File: src/rtl/tmr_pkg.sv
package tmr_pkg;

    typedef enum logic [1:0] {
        SEL_TBASE  = 2'd0,
        SEL_COUNT  = 2'd1,
        SEL_RELOAD = 2'd2,
        SEL_CTRL   = 2'd3
    } reg_sel_e;

    typedef enum logic [1:0] {
        RATE_SLOWEST = 2'd0,
        RATE_FASTEST = 2'd1,
        RATE_FAST    = 2'd2,
        RATE_SLOW    = 2'd3
    } rate_e;

    typedef struct packed {
        logic  run;
        rate_e rate;
    } ctrl_t;

    localparam int RATE_CODES = 4;
    localparam int CTRL_W     = 3;

    // log2 of the tick period for a rate code (the code order is behaviour)
    function automatic int rate_log2(input logic [1:0] code);
        case (code)
            2'd0:    rate_log2 = 10;
            2'd1:    rate_log2 = 4;
            2'd2:    rate_log2 = 6;
            default: rate_log2 = 8;
        endcase
    endfunction

endpackage

File: src/rtl/tmr_div_chain.sv
module tmr_div_chain #(
    parameter int CHAIN_W = 16
) (
    input  logic               clk,
    input  logic               rst_n,
    input  logic               clr_i,
    output logic [CHAIN_W-1:0] chain_o
);

    logic [CHAIN_W-1:0] chain_d, chain_q;

    always_comb begin
        chain_d = chain_q + {{(CHAIN_W-1){1'b0}}, 1'b1};
        if (clr_i) chain_d = '0;
    end

    always_ff @(posedge clk) begin
        if (!rst_n) chain_q <= '0;
        else        chain_q <= chain_d;
    end

    assign chain_o = chain_q;

    // a clearing write leaves the chain at zero on the next cycle
    assert_chain_clear_R3: assert property (@(posedge clk) disable iff (!rst_n)
        clr_i |=> (chain_o == '0));

endmodule

File: src/rtl/tmr_rate_pick.sv
module tmr_rate_pick #(
    parameter int CHAIN_W = 16
) (
    input  logic [CHAIN_W-1:0] chain_i,
    input  logic               run_i,
    input  tmr_pkg::rate_e     rate_i,
    output logic               tick_o
);
    import tmr_pkg::*;

    logic [RATE_CODES-1:0] hit;

    // one terminal-count detector per rate code
    for (genvar i = 0; i < RATE_CODES; i++) begin : g_tap
        localparam int L = rate_log2(2'(i));
        assign hit[i] = &chain_i[L-1:0];
    end

    always_comb begin
        tick_o = run_i & hit[rate_i];
    end

endmodule

File: src/rtl/tmr_count_core.sv
module tmr_count_core #(
    parameter int W = 8
) (
    input  logic         clk,
    input  logic         rst_n,
    input  logic         tick_i,
    input  logic         cnt_we_i,
    input  logic         rld_we_i,
    input  logic [W-1:0] wdata_i,
    output logic [W-1:0] cnt_o,
    output logic [W-1:0] rld_o,
    output logic         irq_o
);

    typedef struct packed {
        logic [W-1:0] cnt;
        logic [W-1:0] rld;
        logic         irq;
    } core_t;

    core_t st_d, st_q;

    always_comb begin
        st_d     = st_q;
        st_d.irq = 1'b0;
        if (rld_we_i) st_d.rld = wdata_i;
        if (cnt_we_i) begin
            st_d.cnt = wdata_i;
        end else if (tick_i) begin
            if (&st_q.cnt) begin
                st_d.cnt = st_q.rld;
                st_d.irq = 1'b1;
            end else begin
                st_d.cnt = st_q.cnt + {{(W-1){1'b0}}, 1'b1};
            end
        end
    end

    always_ff @(posedge clk) begin
        if (!rst_n) st_q <= '0;
        else        st_q <= st_d;
    end

    assign cnt_o = st_q.cnt;
    assign rld_o = st_q.rld;
    assign irq_o = st_q.irq;

    // the request never lasts beyond one cycle
    assert_irq_single_R8: assert property (@(posedge clk) disable iff (!rst_n)
        irq_o |=> !irq_o);

    // when the request is up, the counter shows the reload value from before the edge
    assert_irq_reload_R7: assert property (@(posedge clk) disable iff (!rst_n)
        tick_i && !cnt_we_i && (&cnt_o) |=> irq_o && (cnt_o == $past(rld_o)));

    // a counter write wins over any tick and raises no request
    assert_write_wins_R9: assert property (@(posedge clk) disable iff (!rst_n)
        cnt_we_i |=> (cnt_o == $past(wdata_i)) && !irq_o);

endmodule

File: src/rtl/prog_interval_timer.sv
module prog_interval_timer #(
    parameter int CHAIN_W = 16,
    parameter int DATA_W  = 8
) (
    input  logic              clk,
    input  logic              rst_n,
    input  logic [1:0]        reg_addr,
    input  logic [DATA_W-1:0] reg_wdata,
    input  logic              reg_we,
    output logic [DATA_W-1:0] reg_rdata,
    output logic              irq_o
);
    import tmr_pkg::*;

    localparam int PAD_W = DATA_W - CTRL_W;

    ctrl_t ctrl_d, ctrl_q;
    logic [CHAIN_W-1:0] chain;
    logic [DATA_W-1:0]  cnt, rld;
    logic               tick;
    logic               we_tbase, we_count, we_reload, we_ctrl;

    always_comb begin
        we_tbase  = reg_we && (reg_sel_e'(reg_addr) == SEL_TBASE);
        we_count  = reg_we && (reg_sel_e'(reg_addr) == SEL_COUNT);
        we_reload = reg_we && (reg_sel_e'(reg_addr) == SEL_RELOAD);
        we_ctrl   = reg_we && (reg_sel_e'(reg_addr) == SEL_CTRL);
    end

    always_comb begin
        ctrl_d = ctrl_q;
        if (we_ctrl) begin
            ctrl_d.run  = reg_wdata[2];
            ctrl_d.rate = rate_e'(reg_wdata[1:0]);
        end
    end

    always_ff @(posedge clk) begin
        if (!rst_n) ctrl_q <= '0;
        else        ctrl_q <= ctrl_d;
    end

    tmr_div_chain #(.CHAIN_W(CHAIN_W)) div_i (
        .clk     (clk),
        .rst_n   (rst_n),
        .clr_i   (we_tbase),
        .chain_o (chain)
    );

    tmr_rate_pick #(.CHAIN_W(CHAIN_W)) pick_i (
        .chain_i (chain),
        .run_i   (ctrl_q.run),
        .rate_i  (ctrl_q.rate),
        .tick_o  (tick)
    );

    tmr_count_core #(.W(DATA_W)) core_i (
        .clk      (clk),
        .rst_n    (rst_n),
        .tick_i   (tick),
        .cnt_we_i (we_count),
        .rld_we_i (we_reload),
        .wdata_i  (reg_wdata),
        .cnt_o    (cnt),
        .rld_o    (rld),
        .irq_o    (irq_o)
    );

    always_comb begin
        case (reg_sel_e'(reg_addr))
            SEL_TBASE:  reg_rdata = chain[CHAIN_W-1 -: DATA_W];
            SEL_COUNT:  reg_rdata = cnt;
            SEL_RELOAD: reg_rdata = rld;
            default:    reg_rdata = {{PAD_W{1'b0}}, ctrl_q};
        endcase
    end

    // a stopped timer with no counter write keeps its count
    assert_hold_stopped_R4: assert property (@(posedge clk) disable iff (!rst_n)
        (!ctrl_q.run && !we_count) |=> (cnt == $past(cnt)));

    // a request only follows a cycle in which the timer was running
    assert_irq_needs_run_R4: assert property (@(posedge clk) disable iff (!rst_n)
        irq_o |-> $past(ctrl_q.run));

endmodule

File: config.mk
export PLATFORM = sky130hd
export DESIGN_NAME = prog_interval_timer
export DESIGN_NICKNAME = d
export VERILOG_FILES = /design/src/rtl/tmr_pkg.sv /design/src/rtl/tmr_div_chain.sv /design/src/rtl/tmr_rate_pick.sv /design/src/rtl/tmr_count_core.sv /design/src/rtl/prog_interval_timer.sv
export SDC_FILE = /design/constraint.sdc
export NUM_CORES = 1
export LEC_CHECK = 0
export ABC_CLOCK_PERIOD_IN_PS = 4700
export BUFFER_PORTS_ARGS = -buffer_cell sky130_fd_sc_hd__buf_2
export CAP_MARGIN = 15
export CORE_MARGIN = 3
export CORE_UTILIZATION = 50
export CTS_BUF_LIST = sky130_fd_sc_hd__clkbuf_8
export DETAILED_ROUTE_END_ITERATION = 6
export PLACE_DENSITY = 0.7
export SYNTH_ARGS = -nofsm -noshare
export SYNTH_HDL_FRONTEND = slang
export SYNTH_SLANG_ARGS = --single-unit
export TNS_END_PERCENT = 30
File: constraint.sdc
create_clock -name clk -period 4.7 [get_ports clk]
set_input_delay 0 -clock clk [delete_from_list [all_inputs] [get_ports clk]]
set_output_delay 0 -clock clk [all_outputs]
set_load 0.05 [all_outputs]
==> results of run 1 <==
==> placed cells by master, fill, tap and decap left out, drive strengths merged, types with 3 or more instances in the layout <==
| cell | Yosys | layout |
|---|---|---|
| xor2 | 9 | 9 |
| o21ai | 13 | 13 |
| dfxtp | 36 | 36 |
| nor2b | 12 | 12 |
| nand4 | 4 | 4 |
| xnor2 | 7 | 7 |
| nor2 | 22 | 22 |
| a21oi | 3 | 3 |
| inv | 2 | 4 |
| nand2 | 18 | 18 |
| clkbuf | 7 | 6 |
| nand3 | 15 | 15 |
| buf | 4 | 21 |
| nor3 | 8 | 8 |
| mux2i | 17 | 17 |
| dlygate4sd3 | 0 | 5 |
| mux4 | 3 | 3 |
| a31oi | 3 | 3 |
==> final cells by class <==
cell class,count,area [µm²]
Clock inverter,2,7.51
Timing Repair Buffer,26,155
Sequential cell,36,721
Fill cell,315,1350
Tap cell,46,57.6
Inverter,2,7.51
Multi-Input combinational cell,164,1110
Clock buffer,6,82.6
==> per-stage QoR <==
| step | area (µm²) | hold slack (ns) | total power, W | cells | util (%) |
|---|---|---|---|---|---|
| final | 2140 | 0.00555 | 0.000601 | 282 | 61.3 |
| after floorplan | 1890 | 0.130 | 0.000369 | 213 | - |
| after CTS | 2140 | 0.000613 | 0.000608 | 282 | 61.3 |
| after global routing | 2140 | 0.0149 | 0.000627 | 282 | 61.3 |
| after detailed placement | 2000 | 0.244 | 0.000386 | 269 | 57.3 |
| after global placement | 2000 | 0.249 | 0.000386 | 269 | 57.3 |
==> flip-flops by register name, summed over array words and instances, names as in the netlist <==
signal,flops
core_i.rld_o,8
div_i.chain_o,16
core_i.irq_o,1
ctrl_q,3
core_i.cnt_o,8
==> cell families after synthesis <==
family / count (synthesis)
fa+ha+maj: 2
xor+xnor: 16
buf+inv: 13
flops: 36
simple gates: 93
mux: 21
compound gates: 32
==> power breakdown <==
group / internal, W / leakage (nW) / switching, W
Clock: 0.000115 / 0.0538 / 0.000104
Combinational: 0.0000247 / 0.487 / 0.0000342
Sequential: 0.000313 / 0.292 / 0.0000102
==> synthesized netlist by cell type, drive strengths merged (3+ instances only) <==
| cell type | number | area, µm² |
|---|---|---|
| clkbuf | 7 | 27.5 |
| nor2b | 12 | 75.1 |
| a21oi | 3 | 15.0 |
| nor3 | 8 | 40.0 |
| mux2i | 17 | 170 |
| buf | 4 | 25.0 |
| dfxtp | 36 | 721 |
| nor2 | 22 | 87.6 |
| nand3 | 15 | 75.1 |
| xnor2 | 7 | 61.3 |
| nand4 | 4 | 25.0 |
| mux4 | 3 | 67.6 |
| xor2 | 9 | 78.8 |
| o21ai | 13 | 65.1 |
| nand2 | 18 | 67.6 |
| a31oi | 3 | 18.8 |
==> critical path, delay by kind of cell (launching register included) <==
kind | cells | cell delay [ns]
muxes | 1 | 0.22
AOI/OAI and AO/OA | 1 | 0.33
adders and majority gates | 1 | 0.26
DFF | 1 | 0.43
and+or+nand+nor | 3 | 0.68
==> routing by layer <==
layer	wire length (µm)	vias up	part of all wire, %	global-route usage (%)
li1	-	806	-	-
met1	1970	732	48	29.0
met2	1820	42	44	29.5
met3	275	4	6.7	4.99
met4	59	0	1.4	9.11
met5	0	-	0	0
==> final timing paths <==
| check | depth (start not counted) | slack (ns) | end |
|---|---|---|---|
| setup / recovery | 6 | 2.68 | core_i.cnt_o[1] |
| hold / removal | 3 | 0.006 | core_i.rld_o[2] |
| setup reg to reg | 6 | 2.68 | core_i.cnt_o[1] |
| hold reg to reg | 1 | 0.44 | div_i.chain_o[0] |
==> impl_results.md, run 1 <==
* CTS Hold Bufs at 5
* Synth Warn # at 0
* Root Driver: clkbuf_8
* Max Slew Vio Count at 0
* Peak supply drop at 0.228 mV
* IO Pins at 22
* Leakage at 0.833 nW
* N_diodes at 0
* Crit path DAT at 2.19 ns
* Final clock period utilization by the worst path at 43.0%
* Initial antenna violation count at 0
* Post-Synth Adder-Cell Area at 1.32%
* Clock transition at path regs at 0.07 ns
* Hpwl dp at between 3000 and 4000 µm
* Nets@finish at 250
* Syn Inst Count at 213
* First-pass GRT wire length at 7040 µm
* Wire length per cell at 14.6 µm
* Worst-Margin Slew at 1.08 ns
* Largest family of logic cells by synthesized area: simple AND/OR/NAND/NOR gates
* Post-CTS setup buffers at 0
* Clk_lat worst skew at 0.28 ns
* Post-synth EDFFs at 0
* Overflow after GRT at 0
* CTS max path bufs at 2
* Pre-CTS setup slack at 2.69 ns
* DRC at 0
* Worst hold path class: input pin to flip-flop
* CP max stage delay at 0.43 ns
* Yosys cell types at between 40 and 50
* CP max FO at 6
* Port-buffer cells at 21
* Die area at 0.00456 mm²
* Synthesis-to-finish area growth at 13.2%
* CTS buffer count at 5
* Layout cells sized above 1 at 15.7%
* Critical-path cell list: ha_1 > nand4_1 > nor2_2 > mux2i_1 > nor3_1 > a311o_1
* Total track usage at 20.6%
* Async set-reset flop share out of synthesis at 0%
* Syn nets at roughly 230
* CP Launch Point: core_i.cnt_o[0]
* FF-to-FF Start: core_i.cnt_o[0]
* Most used DFF post-synth: dfxtp_1
* CTS tree: yes
* #FFs+latches synth at 36
* Minimum clock period at between 2 and 2.5 ns
* Post-synthesis mux area share at 13.2%
* Unrepaired setup endpoints after global routing: no
* # rows at 21
* Final setup viols at 0
* Worst Path Required at around 4.9 ns
* Synth Area in Compound Gates at 12.4%
* Part of the Yosys area used for sequential elements at 38.1%
* Post-CTS resize count at 0
* 1st-pass router iterations at 4
* Startpoint Class: flip-flop
* Status: finished, final reports clean
* Final wirelength at between 4000 and 5000 µm
* Final setup TNS at 0 ns
* Starting Density at 54.2%
* ANT nets after route at 0
* Vias at between 1,500 and 2,000
* Largest net degree at the start of global routing at 23
* Routed vias/inst at 5.62
* Crit-path slowest cell: dfxtp_1
* PwrDens at 281 mW/mm²
* Synth Area in Simple Gates at 24.5%
* Worst slew margin at 27.2%
* Synth Area in XOR/XNOR at 7.40%
* Worst Skew at 0.00571 ns
* Syn Area/Cell at 8.89 µm²
* Crit. End Element: flip-flop
* Hold Vio Cnt, Final at 0
* Core Footprint at 0.00349 mm²
* Worst Hold Launch: reg_wdata[2]
* Die X at just under 70 µm
* H-Tree Level Count at 2
* Cell Area, Synth at 0.00189 mm²
* Die Y at 67.5 µm
* Kind of critical path: flip-flop to flip-flop
* Clk sinks at 36
* Max Cap Violations at 0
* Maximum clock frequency at 495 MHz
* Vias in the first global route at 1,437
* DRT iter0 DRCs at 90
* Setup WS post-layout at 2.68 ns
* Gpl congestion at 0.807
No activity file was read; power rests on OpenSTA's default activity.
==> run 2, diff against run 1 <==
ABC_CLOCK_PERIOD_IN_PS = 1800   (was 4700)
PLACE_DENSITY = 0.73   (was 0.7)
clock period = 1.8 ns   (was 4.7 ns; I/O delays follow)
==> impl_results.md, run 2 (same netlist as run 1, synthesis figures left out) <==
* Status: finished, final reports clean
* Core Footprint at 0.00349 mm² (unchanged)
* Total track usage at 22.8% (+2.2 points)
* Final clock period utilization by the worst path at 93.0% (+50 points)
* Hold depth at 3 (unchanged)
* CP max FO at 7 (+1)
* 1st-pass router iterations at 4 (unchanged)
* Max FFs per register at 16 (unchanged)
* Most frequent cells in the layout: dfxtp_1, buf_4, buf_2, nor2_1, nand2_1
* Wire length per cell at 15.0 µm (+2.7%)
* R2r worst-path depth at 6 (unchanged)
* Commonest non-fill, non-tap cell in the layout: dfxtp_1
* Vias in the first global route at 1,635 (+14%)
* Total power at 0.00161 W (+170%)
* Starting Density at 54.2% (unchanged)
* Vias at 1,703 (+7.5%)
* Worst Path Required at 1.98 ns (-2.89 ns)
* Clk sinks at 36 (unchanged)
* Root Driver: clkbuf_8
* Layout cells sized above 1 at 24.3% (+8.6 points)
* Initial antenna violation count at 0 (unchanged)
* # rows at 21 (unchanged)
* N_diodes at 0 (unchanged)
* DRT iter0 DRCs at 122 (+36%)
* Minimum clock period at 1.67 ns (-0.346 ns)
* Max Cap Violations at 0 (unchanged)
* Port-buffer cells at 21 (unchanged)
* Nets@finish at 273 (+9.2%)
* Hold Vio Cnt, Final at 0 (unchanged)
* Maximum clock frequency at 598 MHz (+21%)
* Crit path DAT at 1.85 ns (-0.34 ns)
* Crit. End Element: flip-flop
* Die X at 67.5 µm (unchanged)
* Startpoint Class: flip-flop
* Worst slew margin at 76.2% (+49 points)
* First-pass GRT wire length at 7670 µm (+8.8%)
* IO Pins at 22 (unchanged)
* CTS tree: yes
* Worst Skew at 0.00998 ns (+0.00427 ns)
* Layout fillers at 300 (-4.8%)
* CTS buffer count at 5 (unchanged)
* Die Y at 67.5 µm (unchanged)
* Largest net degree at the start of global routing at 23 (unchanged)
* Routed vias/inst at 5.58 (-0.59%)
* ANT nets after route at 0 (unchanged)
* Overflow after GRT at 0 (unchanged)
* Worst reg2reg setup slack at 0.13 ns (-2.55 ns)
* Final setup TNS at 0 ns (unchanged)
* Max Slew Vio Count at 0 (unchanged)
* DRC at 0 (unchanged)
* Die area at 0.00456 mm² (unchanged)
* Most Used Layer, Global Route: met2
* Final setup viols at 0 (unchanged)
* Post-CTS setup buffers at 0 (unchanged)
* Worst-Margin Slew at 0.357 ns (-0.728 ns)
* Kind of critical path: flip-flop to flip-flop
* Met1 Usage GRT at 30.3% (+1.4 points)
* Leakage at 0.955 nW (+15%)
* Final wirelength at 4580 µm (+11%)
* Unrepaired setup endpoints after global routing: no
* Synthesis-to-finish area growth at 23.3%
* H-Tree Level Count at 2 (unchanged)
* Hpwl dp at 3370 µm (+11%)
* CTS max path bufs at 2 (unchanged)
* Peak supply drop at 0.509 mV (+120%)
* Area of the multi-input gates at 0.00113 mm² (+1.6%)
* Pre-CTS setup slack at -0.0541 ns (-2.74 ns)
* Storage element area at 722 µm² (+0.17%)
* Clk_lat worst skew at 0.29 ns (about the same)
* PwrDens at 688 mW/mm² (+150%)
* Clock transition at path regs at 0.07 ns (about the same)
* Met2 usage at 35.2% (+5.7 points)
* Worst hold path class: input pin to flip-flop
* Setup WS post-layout at 0.126 ns (-2.55 ns)
* Gpl congestion at 0.932 (+15%)
* Met3 GRT Util at 4.49% (-0.50 points)
run 2: cell count changes in the layout (fill, tap and decap cells not counted), sizes merged:
| cell | change |
|---|---|
| buf | +23 |
run 2: per-layer routing:
layer  share of wire [%]  wire, µm
met5                   0         0
met4                 2.3       104
met3                 7.9       361
met2                  46      2090
met1                  44      2020
run 2: what timing repair did:
item | 4_1_cts | 5_1_grt
endpoints found under the setup margin | 2 | 2
endpoints found under the hold margin | 8 | 0
pin swaps | 0 | 5
resized for setup | 1 | 2
hold buffers | 5 | 0
run 2: where the power goes:
group / switching, W / internal [W] / total [W]
Combinational: 0.000108 / 0.0000825 / 0.000191
Sequential: 0.0000177 / 0.000818 / 0.000836
Clock: 0.000279 / 0.000301 / 0.000579
Total: 0.000405 / 0.00120 / 0.00161
run 2: layout make-up:
cell class	count	share of cell area, %
inverter	2	0.322
timing repair buffer	49	14.0
clock inverter	2	0.322
sequential	36	30.9
multi-input combinational	164	48.4
tap	46	2.47
clock buffer	6	3.54
run 2: per-stage QoR:
stage | instance area, µm² | util [%] | hold WS, ns | instances
finish | 2330 | 66.8 | 0.0103 | 305
global route | 2330 | 66.8 | 0.0662 | 305
CTS | 2320 | 66.4 | 0.00415 | 305
detailed placement | 2180 | 62.3 | 0.247 | 292
global placement | 2180 | 62.3 | 0.242 | 292
floorplan | 1900 | - | 0.130 | 213
run 2: final timing paths:
kind | endpoint | from
setup / recovery | core_i.cnt_o[2] | div_i.chain_o[0]
hold / removal | core_i.rld_o[2] | reg_wdata[2]
setup reg to reg | core_i.cnt_o[2] | div_i.chain_o[0]
hold reg to reg | div_i.chain_o[0] | div_i.chain_o[0]
run 2: critical path, stage by stage (launching register included):
cell and delay, ns:
dfxtp_1 0.33, ha_2 0.19, nand2_1 0.05, o32a_1 0.40, or2_4 0.31, a2111oi_4 0.21
nor3_1 0.08
